File: config.mk
export PLATFORM = sky130hd
export DESIGN_NAME = osrx_receiver
export DESIGN_NICKNAME = d
export VERILOG_FILES = /design/src/rtl/osrx_pkg.sv /design/src/rtl/osrx_bit_timer.sv /design/src/rtl/osrx_frame_fsm.sv /design/src/rtl/osrx_status.sv /design/src/rtl/osrx_receiver.sv
export SDC_FILE = /design/constraint.sdc
export NUM_CORES = 1
export LEC_CHECK = 0
export BUFFER_PORTS_ARGS = -buffer_cell sky130_fd_sc_hd__buf_4
export CORE_MARGIN = 2
export CORE_UTILIZATION = 39
export DETAILED_ROUTE_END_ITERATION = 6
export SLEW_MARGIN = 30
export SYNTH_ARGS = -nofsm -noshare
export SYNTH_HDL_FRONTEND = slang
export SYNTH_SLANG_ARGS = --single-unit
File: constraint.sdc
create_clock -name clk -period 1.81 [get_ports clk]
set_input_delay 0.2715 -clock clk [delete_from_list [all_inputs] [get_ports clk]]
set_output_delay 0.2715 -clock clk [all_outputs]
set_load 0.01 [all_outputs]
File: src/rtl/osrx_pkg.sv
package osrx_pkg;

    localparam int OSRX_DATA_W = 8;
    localparam int OSRX_CNT_W  = 6;
    localparam int OSRX_IDX_W  = 4;

    typedef enum logic [1:0] {
        OVS_X1_ALT = 2'b00,
        OVS_X1     = 2'b01,
        OVS_X16    = 2'b10,
        OVS_X64    = 2'b11
    } ovs_e;

    typedef enum logic [2:0] {
        RX_IDLE,
        RX_START,
        RX_DATA,
        RX_PAR,
        RX_STOP
    } rx_state_e;

    typedef struct packed {
        logic [OSRX_DATA_W-1:0] data;
        logic                   par_bad;
        logic                   frame_bad;
        logic                   all_low;
    } rx_char_t;

    function automatic logic [OSRX_CNT_W-1:0] full_count(ovs_e m);
        case (m)
            OVS_X16: full_count = OSRX_CNT_W'(15);
            OVS_X64: full_count = OSRX_CNT_W'(63);
            default: full_count = '0;
        endcase
    endfunction

    function automatic logic [OSRX_CNT_W-1:0] half_count(ovs_e m);
        case (m)
            OVS_X16: half_count = OSRX_CNT_W'(7);
            OVS_X64: half_count = OSRX_CNT_W'(31);
            default: half_count = '0;
        endcase
    endfunction

    function automatic logic oversampled(ovs_e m);
        oversampled = (m == OVS_X16) || (m == OVS_X64);
    endfunction

    function automatic logic [OSRX_IDX_W-1:0] last_index(logic [1:0] len);
        last_index = OSRX_IDX_W'(4) + OSRX_IDX_W'(len);
    endfunction

    function automatic logic parity_good(logic [OSRX_DATA_W-1:0] d, logic pbit, logic even);
        logic x;
        x = ^{d, pbit};
        parity_good = even ? (x == 1'b0) : (x == 1'b1);
    endfunction

endpackage

File: src/rtl/osrx_bit_timer.sv
module osrx_bit_timer #(
    parameter int CNT_W = osrx_pkg::OSRX_CNT_W
) (
    input  logic             clk,
    input  logic             rst,
    input  logic             tick,
    input  logic             load,
    input  logic [CNT_W-1:0] load_val,
    output logic             expire
);
    logic [CNT_W-1:0] cnt_q;

    always_ff @(posedge clk) begin
        if (rst) begin
            cnt_q <= '0;
        end else if (load) begin
            cnt_q <= load_val;
        end else if (tick && (cnt_q != '0)) begin
            cnt_q <= cnt_q - 1'b1;
        end
    end

    assign expire = tick && (cnt_q == '0);
endmodule

File: src/rtl/osrx_frame_fsm.sv
module osrx_frame_fsm
    import osrx_pkg::*;
(
    input  logic                  clk,
    input  logic                  rst,
    input  logic                  tick,
    input  logic                  rxd,
    input  logic                  rx_en,
    input  ovs_e                  mode,
    input  logic [1:0]            char_len,
    input  logic                  par_en,
    input  logic                  par_even,
    input  logic                  expire,
    output logic                  load,
    output logic [OSRX_CNT_W-1:0] load_val,
    output logic                  done,
    output rx_char_t              chr
);
    rx_state_e              state_q;
    logic [OSRX_IDX_W-1:0]  idx_q;
    logic [OSRX_DATA_W-1:0] shf_q;
    logic                   par_q;
    logic                   low_q;
    logic                   line_q;
    logic                   done_q;
    rx_char_t               chr_q;
    logic                   start_cond;

    assign start_cond = rx_en && line_q && !rxd;

    always_comb begin
        load     = 1'b0;
        load_val = full_count(mode);
        if (tick && rx_en) begin
            if (state_q == RX_IDLE) begin
                if (start_cond) begin
                    load     = 1'b1;
                    load_val = oversampled(mode) ? half_count(mode) : full_count(mode);
                end
            end else if (expire) begin
                load = 1'b1;
            end
        end
    end

    always_ff @(posedge clk) begin
        if (rst) begin
            state_q <= RX_IDLE;
            idx_q   <= '0;
            shf_q   <= '0;
            par_q   <= 1'b0;
            low_q   <= 1'b0;
            line_q  <= 1'b1;
            done_q  <= 1'b0;
            chr_q   <= '0;
        end else begin
            done_q <= 1'b0;
            if (tick) begin
                line_q <= rxd;
            end
            if (!rx_en) begin
                state_q <= RX_IDLE;
            end else if (tick) begin
                case (state_q)
                    RX_IDLE: begin
                        if (start_cond) begin
                            shf_q   <= '0;
                            idx_q   <= '0;
                            par_q   <= 1'b0;
                            low_q   <= 1'b1;
                            state_q <= oversampled(mode) ? RX_START : RX_DATA;
                        end
                    end
                    RX_START: begin
                        if (expire) begin
                            state_q <= rxd ? RX_IDLE : RX_DATA;
                        end
                    end
                    RX_DATA: begin
                        if (expire) begin
                            shf_q[idx_q[2:0]] <= rxd;
                            low_q <= low_q & ~rxd;
                            idx_q <= idx_q + 1'b1;
                            if (idx_q == last_index(char_len)) begin
                                state_q <= par_en ? RX_PAR : RX_STOP;
                            end
                        end
                    end
                    RX_PAR: begin
                        if (expire) begin
                            par_q   <= rxd;
                            low_q   <= low_q & ~rxd;
                            state_q <= RX_STOP;
                        end
                    end
                    RX_STOP: begin
                        if (expire) begin
                            chr_q.data      <= shf_q;
                            chr_q.par_bad   <= par_en && !parity_good(shf_q, par_q, par_even);
                            chr_q.frame_bad <= ~rxd;
                            chr_q.all_low   <= low_q & ~rxd;
                            done_q          <= 1'b1;
                            state_q         <= RX_IDLE;
                        end
                    end
                    default: state_q <= RX_IDLE;
                endcase
            end
        end
    end

    assign done = done_q;
    assign chr  = chr_q;
endmodule

File: src/rtl/osrx_status.sv
module osrx_status
    import osrx_pkg::*;
(
    input  logic                   clk,
    input  logic                   rst,
    input  logic                   done,
    input  rx_char_t               chr,
    input  logic                   rxd,
    input  logic                   data_rd,
    input  logic                   err_clr,
    output logic [OSRX_DATA_W-1:0] rx_data,
    output logic                   rx_ready,
    output logic                   err_parity,
    output logic                   err_overrun,
    output logic                   err_framing,
    output logic                   break_det
);
    always_ff @(posedge clk) begin
        if (rst) begin
            rx_data     <= '0;
            rx_ready    <= 1'b0;
            err_parity  <= 1'b0;
            err_overrun <= 1'b0;
            err_framing <= 1'b0;
            break_det   <= 1'b0;
        end else begin
            if (done) begin
                rx_data  <= chr.data;
                rx_ready <= 1'b1;
            end else if (data_rd) begin
                rx_ready <= 1'b0;
            end

            if (done && rx_ready && !data_rd) begin
                err_overrun <= 1'b1;
            end else if (err_clr) begin
                err_overrun <= 1'b0;
            end

            if (done && chr.par_bad) begin
                err_parity <= 1'b1;
            end else if (err_clr) begin
                err_parity <= 1'b0;
            end

            if (done && chr.frame_bad) begin
                err_framing <= 1'b1;
            end else if (err_clr) begin
                err_framing <= 1'b0;
            end

            if (done && chr.all_low) begin
                break_det <= 1'b1;
            end else if (rxd) begin
                break_det <= 1'b0;
            end
        end
    end
endmodule

File: src/rtl/osrx_receiver.sv
module osrx_receiver
    import osrx_pkg::*;
(
    input  logic       clk,
    input  logic       rst,
    input  logic       rx_tick,
    input  logic       rxd,
    input  logic       rx_en,
    input  logic [1:0] baud_sel,
    input  logic [1:0] char_len,
    input  logic       par_en,
    input  logic       par_even,
    input  logic       data_rd,
    input  logic       err_clr,
    output logic [7:0] rx_data,
    output logic       rx_ready,
    output logic       err_parity,
    output logic       err_overrun,
    output logic       err_framing,
    output logic       break_det
);
    logic                  load_w;
    logic [OSRX_CNT_W-1:0] load_val_w;
    logic                  expire_w;
    logic                  done_w;
    rx_char_t              chr_w;
    ovs_e                  mode_w;

    assign mode_w = ovs_e'(baud_sel);

    osrx_bit_timer #(.CNT_W(OSRX_CNT_W)) u_timer (
        .clk      (clk),
        .rst      (rst),
        .tick     (rx_tick),
        .load     (load_w),
        .load_val (load_val_w),
        .expire   (expire_w)
    );

    osrx_frame_fsm u_fsm (
        .clk      (clk),
        .rst      (rst),
        .tick     (rx_tick),
        .rxd      (rxd),
        .rx_en    (rx_en),
        .mode     (mode_w),
        .char_len (char_len),
        .par_en   (par_en),
        .par_even (par_even),
        .expire   (expire_w),
        .load     (load_w),
        .load_val (load_val_w),
        .done     (done_w),
        .chr      (chr_w)
    );

    osrx_status u_status (
        .clk         (clk),
        .rst         (rst),
        .done        (done_w),
        .chr         (chr_w),
        .rxd         (rxd),
        .data_rd     (data_rd),
        .err_clr     (err_clr),
        .rx_data     (rx_data),
        .rx_ready    (rx_ready),
        .err_parity  (err_parity),
        .err_overrun (err_overrun),
        .err_framing (err_framing),
        .break_det   (break_det)
    );
endmodule

=== Word-level counts from Yosys, hierarchy flattened ===
Cells that the tools add are included.

* Register bits after elaboration: 49
* Input bits: 13
* Output and inout port bits: 13
* Word-level logic and storage cells: 126

* Add/subtract/negate cells: 3
* Order comparisons: 2
* Equality and inequality tests: 14
* Multiplexer cells: 46
* Bitwise gates (word level): 6
* Reductions and logical operators: 37

{| class="wikitable"
|+ Operator list
! cell !! count
|-
| $mux W6 || 6
|-
| $mux W3 || 7
|-
| $mux W1 || 18
|-
| $reduce_bool A2 Y1 || 9
|-
| $mux W8 || 2
|-
| $pmux W8 S2 || 1
|-
| $pmux W3 S5 || 1
|-
| $reduce_and A5 Y1 || 3
|-
| $logic_and A1 B1 Y1 || 12
|-
| $pmux W6 S2 || 1
|-
| $pmux W5 S2 || 1
|-
| $reduce_xor A9 Y1 || 1
|-
| $bwmux W8 || 1
|-
| $mux W4 || 2
|-
| $ne A2 B2 Y1 const B || 4
|-
| $pmux W4 S2 || 1
|-
| $reduce_and A7 Y1 || 1
|-
| $eq A3 B2 Y1 const B || 2
|-
| $logic_not A6 Y1 || 1
|-
| $ne A2 B1 Y1 const B || 3
|-
| $reduce_bool A6 Y1 || 1
|-
| $sub A6 B1 Y6 const B || 1
|-
| $not A1 Y1 || 5
|-
| $add A3 B2 Y4 const A || 1
|-
| other kinds (17) || 23
|}

=== Longest topological paths before layout ===
Gate-level depths: netlist (run 1).

* Word-level depth: 7
* Gate-level depth with buffers: 9
* Depth with buffers taken out: 7

=== Hierarchy ===
Synthesis (run 1) repeated with hierarchy kept, for this count alone.

* Cell total of the unflattened synthesis: 283
* Area total of the unflattened synthesis: 2,422.3 sq um

{| class="wikitable"
|+ Modules (own cells, without submodules)
! module !! times used !! cells each !! area each (sq um) !! sequential area each (sq um)
|-
| osrx_frame_fsm || 1 || 186 || 1,547.7 || 600.6
|-
| osrx_status || 1 || 45 || 462.9 || 260.2
|-
| osrx_bit_timer || 1 || 52 || 411.6 || 120.1
|}

=== Worst setup path before layout (run 1) ===
No wires, ideal clock.

* Kind: reg-to-reg
* Start point: register u_timer.cnt_q[0]
* End point: register u_timer.cnt_q[5]
* Setup time: 95 ps
* Arrival: 1,642 ps
* Required time: 1,715 ps
* Path slack: 72 ps
* Stages on the path, launching flop included: 9
* Path buffers: 1
* Clock period less this slack: 1,738 ps
* Cells stage by stage: dfxtp_1 -> inv_1 -> ha_1 -> and4bb_4 -> and2_4 -> buf_6 -> o211ai_4 -> nand2_1 -> a221oi_1

* Cells in the longest elaborated chain, start to end: 6
* Elaborated cells on any way between the ends: 11
* Classes of those cells: add/sub (1); mux (5); reduce/logical (5)

{| class="wikitable"
|+ RTL lines
! item !! line !! text
|-
| from (decl) || osrx_bit_timer.sv:11 || <nowiki>logic [CNT_W-1:0] cnt_q;</nowiki>
|-
| from (signal assigned) || osrx_bit_timer.sv:17 || <nowiki>cnt_q <= load_val;</nowiki>
|-
| from (signal assigned) || osrx_bit_timer.sv:19 || <nowiki>cnt_q <= cnt_q - 1'b1;</nowiki>
|-
| parallel branches: the longest is 6 deep, another holds $sub A6 B1 Y6 || - ||
|}

Parallel ways; which one is timed is not known. The select of a mux whose other input is x is not followed.
A chain may end at the register's enable or synchronous reset.

=== Worst setup path after layout (run 1) ===
* Start point: register u_timer.cnt_q[0]
* End point: register u_timer.cnt_q[3]

Same word-level chain as after synthesis.

==> results of run 1 <==
## power by group
| group | leakage (nW) | internal [W] | switching, W | total (W) |
|---|---|---|---|---|
| clock network | 0.0456 | 0.000276 | 0.000374 | 0.000650 |
| registers | 0.398 | 0.00115 | 0.0000712 | 0.00122 |
| logic | 0.682 | 0.000379 | 0.000413 | 0.000793 |
| total | 1.13 | 0.00181 | 0.000858 | 0.00266 |
## per-layer routing
metal / vias to the layer above / GRT usage
met1: 951 / 0.247
met5: - / 0
met2: 58 / 0.238
met3: 7 / 0.0326
li1: 1043 / -
met4: 0 / 0.0450
## cell type report
class / instances / area share
flip-flops and latches: 49 / 0.343
clock inverters: 2 / 0.00479
well taps: 75 / 0.0326
clock buffers: 6 / 0.0252
multi-input cells: 209 / 0.471
inverters: 6 / 0.00783
repair buffers: 42 / 0.115
## stage by stage
stage | TNS, ns | hold slack, ns
final | 0 | 0.250
after global placement | 0 | 0.441
after detailed placement | -0.122 | 0.446
after floorplan | 0 | 0.415
after global routing | -0.0449 | 0.257
after CTS | 0 | 0.240
## registers in the layout (all words and copies together), names as in the netlist, 3 cells and up
name and flops:
u_fsm.state_q 3, u_fsm.idx_q 4, u_fsm.shf_q 8, u_fsm.chr 11
u_timer.cnt_q 6, u_status.rx_data 8
## critical path: cells and delay by family (launching register included)
family / cells / cell delay [ns]
buffers and inverters: 1 / 0.06
DFF: 1 / 0.34
and+or+nand+nor: 3 / 0.91
AOI/OAI and AO/OA: 2 / 0.24
adders and majority gates: 1 / 0.17
## cells in the final DEF (no fill, tap or decap), types with 2 or more instances in the layout
master,synthesis,layout
a21oi_1,22,20
a21oi_2,0,2
a221oi_1,3,2
a22oi_1,3,3
and3_1,2,2
buf_4,1,40
clkbuf_8,0,5
dfxtp_1,49,44
dfxtp_2,0,5
inv_1,6,5
mux2i_1,22,22
nand2_1,44,44
nand2b_1,3,3
nand3_1,7,7
nand3b_1,3,3
nand4_1,3,3
nand4b_1,3,3
nor2_1,31,30
nor2b_1,5,5
nor3_1,6,6
nor3b_1,2,2
o2111ai_1,2,2
o211ai_4,1,2
o21ai_0,8,8
or3_1,3,2
xnor2_1,9,9
xor2_1,5,5
## final timing paths
path	slack [ns]	depth (start not counted)	from	to
min	0.25	2	rxd	u_fsm.chr[1]
max	0.03	7	u_timer.cnt_q[0]	u_timer.cnt_q[3]
max reg2reg	0.03	7	u_timer.cnt_q[0]	u_timer.cnt_q[3]
min reg2reg	0.46	2	u_fsm.chr[0]	u_fsm.chr[0]
## synth_stat cells, drive strengths merged (6+ instances only)
| cell | count |
|---|---|
| buf | 7 |
| nor3 | 7 |
| nor2 | 32 |
| xnor2 | 9 |
| dfxtp | 49 |
| nand2 | 44 |
| a21oi | 22 |
| nand3 | 7 |
| o21ai | 9 |
| clkbuf | 12 |
| mux2i | 22 |
| inv | 6 |
## kinds of logic (layout without fill, tap and decap cells)
group / after synthesis / count (layout) / synth area share
AOI/OAI and AO/OA: 47 / 48 / 0.125
xor gates and xnor gates: 15 / 15 / 0.0605
adders and majority gates: 2 / 2 / 0.0104
buffers and inverters: 25 / 56 / 0.0485
DFF: 49 / 49 / 0.409
muxes: 23 / 23 / 0.0966
and+or+nand+nor: 121 / 121 / 0.249
## what timing repair did
action / CTS / global route
buffers inserted: 0 / 5
cloned: 0 / 1
gates resized for setup: 1 / 15
pin swaps: 0 / 10
endpoints found under the setup margin: 6 / 13
==> flow_metrics.tcl, run 1 <==
set metrics [dict create \
    grt_max_degree 37 \
    dp_hpwl_um 3620 \
    final_core_util 0.486 \
    postSynthAreaPerCell_um2 8.50 \
    fmax_ghz 0.563 \
    async_reset_ff_frac 0 \
    drc 0 \
    worst_slew_pin_slew_ns 0.601 \
    min_period_ns 1.78 \
    cts_root_buffer "clkbuf_8" \
    crit_required_ns 2.05 \
    drt-met1-wl_um 2700 \
    crit_chain "inv_1 -> ha_2 -> and4bb_4 -> and2_4 -> o211ai_4 -> or3b_4 -> a21oi_1" \
    cts_tree "built" \
    fin_area_um2 2880 \
    highest_layer "met4" \
    postRouteAntennaNets 0 \
    crit_fanout 7 \
    layout.cells.non_filler 389 \
    syn_area_um2 2400 \
    cts_sinks 49 \
    rows 28 \
    critPathLaunchType "register" \
    cts_max_level 2 \
    vias 2059 \
    cp-end-kind "register" \
    die_w_um 82.4 \
    initial_core_util 0.405 \
    critical_path_arrival_ns 2.02 \
    yosysTopAreaCell "dfxtp_1" \
    drt_iter0_markers 67 \
    synth_seq_cells 49 \
    fin_nets 328 \
    numPortBuffers 25 \
    power_w 0.00266 \
    place.gp.congestion 0.806 \
    nFillCells 601 \
    avgViaCountPerCell 5.29 \
    cts.clk_slew.worst_paths_ns 0.09 \
    clock_latency_ns 0.30 \
    grt.overflow.total 0 \
    pre_cts_slack_ns -0.0434 \
    cpPeakStageDelay_ns 0.42 \
    regArea_um2 987 \
    track_usage 0.164 \
    drtPass1Iterations 4 \
    layout-drive-gt1-share 0.226 \
    ys.warnings.count 0 \
    dr_wl_met3_um 276 \
    layout_setup_ws_ns 0.0325 \
    wire_per_inst_um 14.0 \
    skew_ns 0.00274 \
    ys.flop_type "dfxtp_1" \
    slew_violations 0 \
    area_growth_pct 19.9 \
    synth.top_cell.area_share 0.409 \
    fin_crit_sh 0.982 \
    fp.dieH_um 82.4 \
    ir_worst_vdd_mv 0.390 \
    synth_cells 282 \
    status "finished clean" \
    drv_cap 0 \
    multi_input_area_um2 1350 \
    synth-edff-count 0 \
    wl_met2_um 2400 \
    coreArea_um2 5920 \
    grt_pass1_vias 1737 \
    timing.slew.headroom 0.599 \
    setup_viol 0 \
    grt_pass1_wl_um 8560 \
    cts_buffer_depth 2 \
    place_inst 375 \
    antenna_cells 0 \
    crit_path_top_delay_cell "or3b_4" \
    hp-class "in -> reg" \
    power_density_nw_per_um2 926 \
    rsz0062_at_grt "true" \
    synth-seq-area-share 0.409 \
    critPathKind "reg -> reg" \
    place_area_um2 2680 \
    antenna_found_initial 0 \
    leakagePower_nw 1.13 \
    cts_hold_buf 0 \
    synth_nets 297 \
    hold_viol_final 0 \
    ys_types 48 \
    dieArea_um2 6790 \
    io_pins 26 \
    synthTopCellsByArea "dfxtp_1 41%, mux2i_1 9.2%, nand2_1 6.9%" \
    numCtsBuffers 5 \
    finalWirelength_um 5460 \
]
(Power assumes the default switching activity.)
==> inputs of run 2 (changes only) <==
Settings changed: CORE_UTILIZATION 39 to 40.
Clock period 1.81 ns to 1.9 ns, I/O delays scaled along.
==> run 2 against run 1 <==
- non-clock buffer count decreased by 10
- via count down 5.0%
- final cell count decreased by 2.8%
- clock skew up 0.0011 ns
- sequential power fell by 6%
- highest routed layer unchanged
- clock power up 14%
==> flow_metrics.tcl, run 2 (synthesized netlist as in run 1, its figures left out) <==
set metrics [dict create \
    p_comb_frac 0.256 \
    grt.overflow.total 0 \
    initial_core_util 0.410 \
    swShare 0.296 \
    ir_worst_vdd_mv 0.538 \
    worst_slew_pin_slew_ns 0.633 \
    cts_tree "built" \
    crit_path_top_delay_cell "or3_1" \
    timing.slew.headroom 0.577 \
    place.gp.congestion 0.810 \
    fp.dieH_um 81.4 \
    critical_path_arrival_ns 2.08 \
    critPathKind "reg -> reg" \
    setup_viol 0 \
    avgViaCountPerCell 5.17 \
    grt_pass1_wl_um 8290 \
    drt_iter0_markers 103 \
    drv_cap 0 \
    grt_pass1_vias 1736 \
    cts.clk_slew.worst_paths_ns 0.09 \
    wire_per_inst_um 13.4 \
    clkPwrFrac 0.291 \
    dieArea_um2 6630 \
    final_core_util 0.472 \
    whs_ns 0.256 \
    regArea_um2 981 \
    crit_fanout 5 \
    place_area_um2 2630 \
    cts_max_level 2 \
    drc 0 \
    skew_ns 0.00380 \
    vias 1956 \
    critPathLaunchType "register" \
    path_common_cell "a21oi_1" \
    layout-drive-gt1-share 0.165 \
    numCtsBuffers 5 \
    nFillCells 586 \
    rsz0062_at_grt "true" \
    coreArea_um2 5850 \
    power_frac_seq 0.453 \
    fin_area_um2 2760 \
    antenna_cells 0 \
    largest_reg_flops 11 \
    drtPass1Iterations 4 \
    final_cell_mix "49 x dfxtp_1, 44 x nand2_1, 32 x buf_4" \
    cts_root_buffer "clkbuf_8" \
    cts_sinks 49 \
    track_usage 0.161 \
    hold_viol_final 0 \
    path_buf_inv 1 \
    power_density_nw_per_um2 922 \
    layout_commonest_cell "dfxtp_1" \
    antenna_found_initial 0 \
    fin_nets 317 \
    slew_violations 0 \
    clock_latency_ns 0.30 \
    multi_input_area_um2 1320 \
    crit_required_ns 2.14 \
    postRouteAntennaNets 0 \
    leakagePower_nw 1.07 \
    cp-end-kind "register" \
    cp_top_family "simple AND/OR/NAND/NOR gates" \
    numPortBuffers 25 \
    cpPeakStageDelay_ns 0.35 \
    crit_chain "inv_1 -> ha_4 -> and4bb_4 -> a21oi_1 -> or2_1 -> or3_1 -> a21oi_1" \
    finalWirelength_um 5050 \
    min_period_ns 1.84 \
    dp_hpwl_um 3560 \
    fin_crit_sh 0.968 \
    intPower_w 0.00179 \
    cts_hold_buf 0 \
    fmax_ghz 0.544 \
    switching_power_w 0.000755 \
    grt_max_degree 37 \
    rows 28 \
    hp-class "in -> reg" \
    cts_buffer_depth 2 \
    die_w_um 81.4 \
    status "finished clean" \
    area_growth_pct 15.3 \
    io_pins 26 \
]
## run 2: through the flow
| stage | TNS, ns | power, W | std cells | setup slack (ns) |
|---|---|---|---|---|
| after detailed placement | -0.190 | 0.00178 | 369 | -0.0528 |
| after global placement | 0 | 0.00177 | 369 | 0.0564 |
| after global routing | -0.0604 | 0.00269 | 378 | -0.0345 |
| after floorplan | 0 | 0.00169 | 282 | 0.162 |
| final | 0 | 0.00255 | 378 | 0.0607 |
| after CTS | 0 | 0.00254 | 377 | 0.0247 |
## run 2: layout make-up
class                   instances  share of cell area
well taps                      75              0.0340
repair buffers                 32              0.0869
flip-flops and latches         49               0.355
clock inverters                 2              0.0140
inverters                       6             0.00815
multi-input cells             208               0.476
clock buffers                   6              0.0263
## run 2: final timing paths
path	startpoint	endpoint	depth (start not counted)	slack, ns
hold reg to reg	u_fsm.chr[0]	u_fsm.chr[0]	2	0.46
setup reg to reg	u_timer.cnt_q[0]	u_fsm.idx_q[0]	7	0.06
hold / removal	data_rd	u_status.rx_ready	4	0.26
setup / recovery	u_timer.cnt_q[0]	u_fsm.idx_q[0]	7	0.06
## run 2: repair_timing
action	CTS	global route
endpoints found under the setup margin	6	8
endpoints found under the hold margin	0	0
gates resized for setup	2	2
setup buffers	0	1
pin swaps	0	1
## run 2: per-layer routing
layer	vias to the layer above	global-route usage	part of all wire
li1	1010	-	-
met1	894	0.218	0.49
met2	46	0.256	0.46
met3	6	0.0363	0.038
met4	0	0.0492	0.013
met5	-	0	0
## run 2: tightest hold or removal path: stages
cell and delay [ns]:
buf_4 0.08, nor2b_1 0.04, nor2_1 0.08, nor2_1 0.04
## run 2: power groups by stage
stage / logic, W / registers [W] / clock network (W)
2_1_floorplan: 0.000527 / 0.00116 / 0
3_3_place_gp: 0.000598 / 0.00117 / 0
3_5_place_dp: 0.000611 / 0.00117 / 0
4_1_cts: 0.000620 / 0.00115 / 0.000767
5_1_grt: 0.000724 / 0.00116 / 0.000800
6_report: 0.000652 / 0.00115 / 0.000743
==> inputs of run 3 (changes only) <==
Settings changed: CELL_PAD_IN_SITES_DETAIL_PLACEMENT from default to 1, CELL_PAD_IN_SITES_GLOBAL_PLACEMENT from default to 1, PLACE_DENSITY_LB_ADDON from default to 0.1.
==> run 3 against run 2 <==
- power fell by 3.1%
- utilization rose by 0.81 points
- non-clock buffer count rose by 7
- sequential power barely moved
- count of clock-buffer cells in the layout rose by 1
- highest routed layer unchanged
- final area rose by 1.7%
- clock skew barely moved
- register-to-register slack got worse by 0.03 ns
==> flow_metrics.tcl, run 3 (synthesized netlist as in run 1, its figures left out) <==
set metrics [dict create \
    fmax_ghz 0.534 \
    worst_slew_pin_slew_ns 0.647 \
    crit_chain "inv_1 -> ha_2 -> and4bb_4 -> and2_4 -> o211ai_2 -> or3b_1 -> a21oi_1" \
    final_cell_mix "47 x dfxtp_1, 44 x nand2_1, 39 x buf_4" \
    antenna_found_initial 0 \
    setup_viol 0 \
    fin_nets 325 \
    fin_area_um2 2810 \
    grt_max_degree 37 \
    cpPeakStageDelay_ns 0.43 \
    critical_path_arrival_ns 2.10 \
    status "finished clean" \
    leakagePower_nw 1.09 \
    timing.slew.headroom 0.568 \
    postRouteAntennaNets 0 \
    dieArea_um2 6630 \
    drt_iter0_markers 95 \
    power_w 0.00247 \
    clock_latency_ns 0.29 \
    layout.cells.non_filler 386 \
    cts_sinks 49 \
    crit_fanout 7 \
    coreArea_um2 5850 \
    io_pins 26 \
    crit_required_ns 2.13 \
    rows 28 \
    avgViaCountPerCell 5.32 \
    place.gp.congestion 0.758 \
    critPathLaunchType "register" \
    grt_pass1_wl_um 9780 \
    area_growth_pct 17.3 \
    initial_core_util 0.410 \
    setup_tns_ns 0 \
    place_inst 374 \
    ir_worst_vdd_mv 0.490 \
    drc 0 \
    vias 2054 \
    finalWirelength_um 5970 \
    cts_max_level 2 \
    dp_hpwl_um 4210 \
    slew_violations 0 \
    largest_reg_flops 11 \
    track_usage 0.190 \
    numPortBuffers 25 \
    skew_ns 0.00412 \
    cts.clk_slew.worst_paths_ns 0.09 \
    die_w_um 81.4 \
    min_period_ns 1.87 \
    critPathKind "reg -> reg" \
    antenna_cells 0 \
    cts_buffer_depth 2 \
    place_area_um2 2670 \
    numCtsBuffers 5 \
    layout_commonest_cell "dfxtp_1" \
    cts_root_buffer "clkbuf_8" \
    grt.overflow.total 0 \
    fin_crit_sh 0.985 \
    rsz0062_at_grt "true" \
    layout-drive-gt1-share 0.196 \
    hp-class "in -> reg" \
    hold_viol_final 0 \
    drtPass1Iterations 4 \
    cts_tree "built" \
    power_density_nw_per_um2 879 \
    cp-end-kind "register" \
    crit_path_top_delay_cell "or3b_1" \
    wire_per_inst_um 15.5 \
    grt_pass1_vias 2002 \
    drv_cap 0 \
    fp.dieH_um 81.4 \
]
run 3: layout make-up:
class,count,area [um^2]
Fill cell,725,3040
Inverter,6,22.5
Tap cell,75,93.8
Sequential cell,49,983
Multi-Input combinational cell,209,1340
Timing Repair Buffer,39,293
Clock inverter,1,7.51
Clock buffer,7,76.3
run 3: repair_timing:
action | CTS | global route
gates resized for setup | 0 | 8
setup endpoints to repair | 0 | 17
endpoints found under the hold margin | 0 | 0
hold buffers | 0 | 0
buffers inserted | 0 | 3
run 3: stage by stage:
step | utilization | hold WS [ns] | worst slack (ns)
2_1_floorplan | - | 0.429 | 0.162
3_3_place_gp | 0.456 | 0.441 | 0.0658
3_5_place_dp | 0.456 | 0.446 | 0.0421
4_1_cts | 0.470 | 0.263 | 0.0219
5_1_grt | 0.481 | 0.268 | -0.0163
6_report | 0.481 | 0.276 | 0.0290
run 3: metal layers:
metal	routed length, um	track usage
met5	0	0
met4	38	0.0407
met3	221	0.0330
met2	2620	0.300
met1	3090	0.273
run 3: worst max-delay path, delay by kind of cell, from the launching register on:
| kind | cells | cell delay [ns] |
|---|---|---|
| adder cells (fa/ha/maj) | 1 | 0.19 |
| flip-flops | 1 | 0.32 |
| AO/OA/AOI/OAI | 2 | 0.30 |
| AND/OR/NAND/NOR | 3 | 0.93 |
| buffers and inverters | 1 | 0.08 |
run 3: final timing paths:
path | start | end | slack (ns) | depth (start not counted)
hold / removal | data_rd | u_status.rx_ready | 0.28 | 4
setup / recovery | u_timer.cnt_q[1] | u_timer.cnt_q[3] | 0.03 | 7
hold reg to reg | u_fsm.chr[4] | u_fsm.chr[4] | 0.45 | 2
setup reg to reg | u_timer.cnt_q[1] | u_timer.cnt_q[3] | 0.03 | 7
run 3: power by group:
part	internal (W)	leakage, nW	switching, W	total (W)
Sequential	0.00109	0.397	0.0000627	0.00116
Clock	0.000261	0.0385	0.000335	0.000596
Combinational	0.000329	0.659	0.000390	0.000719
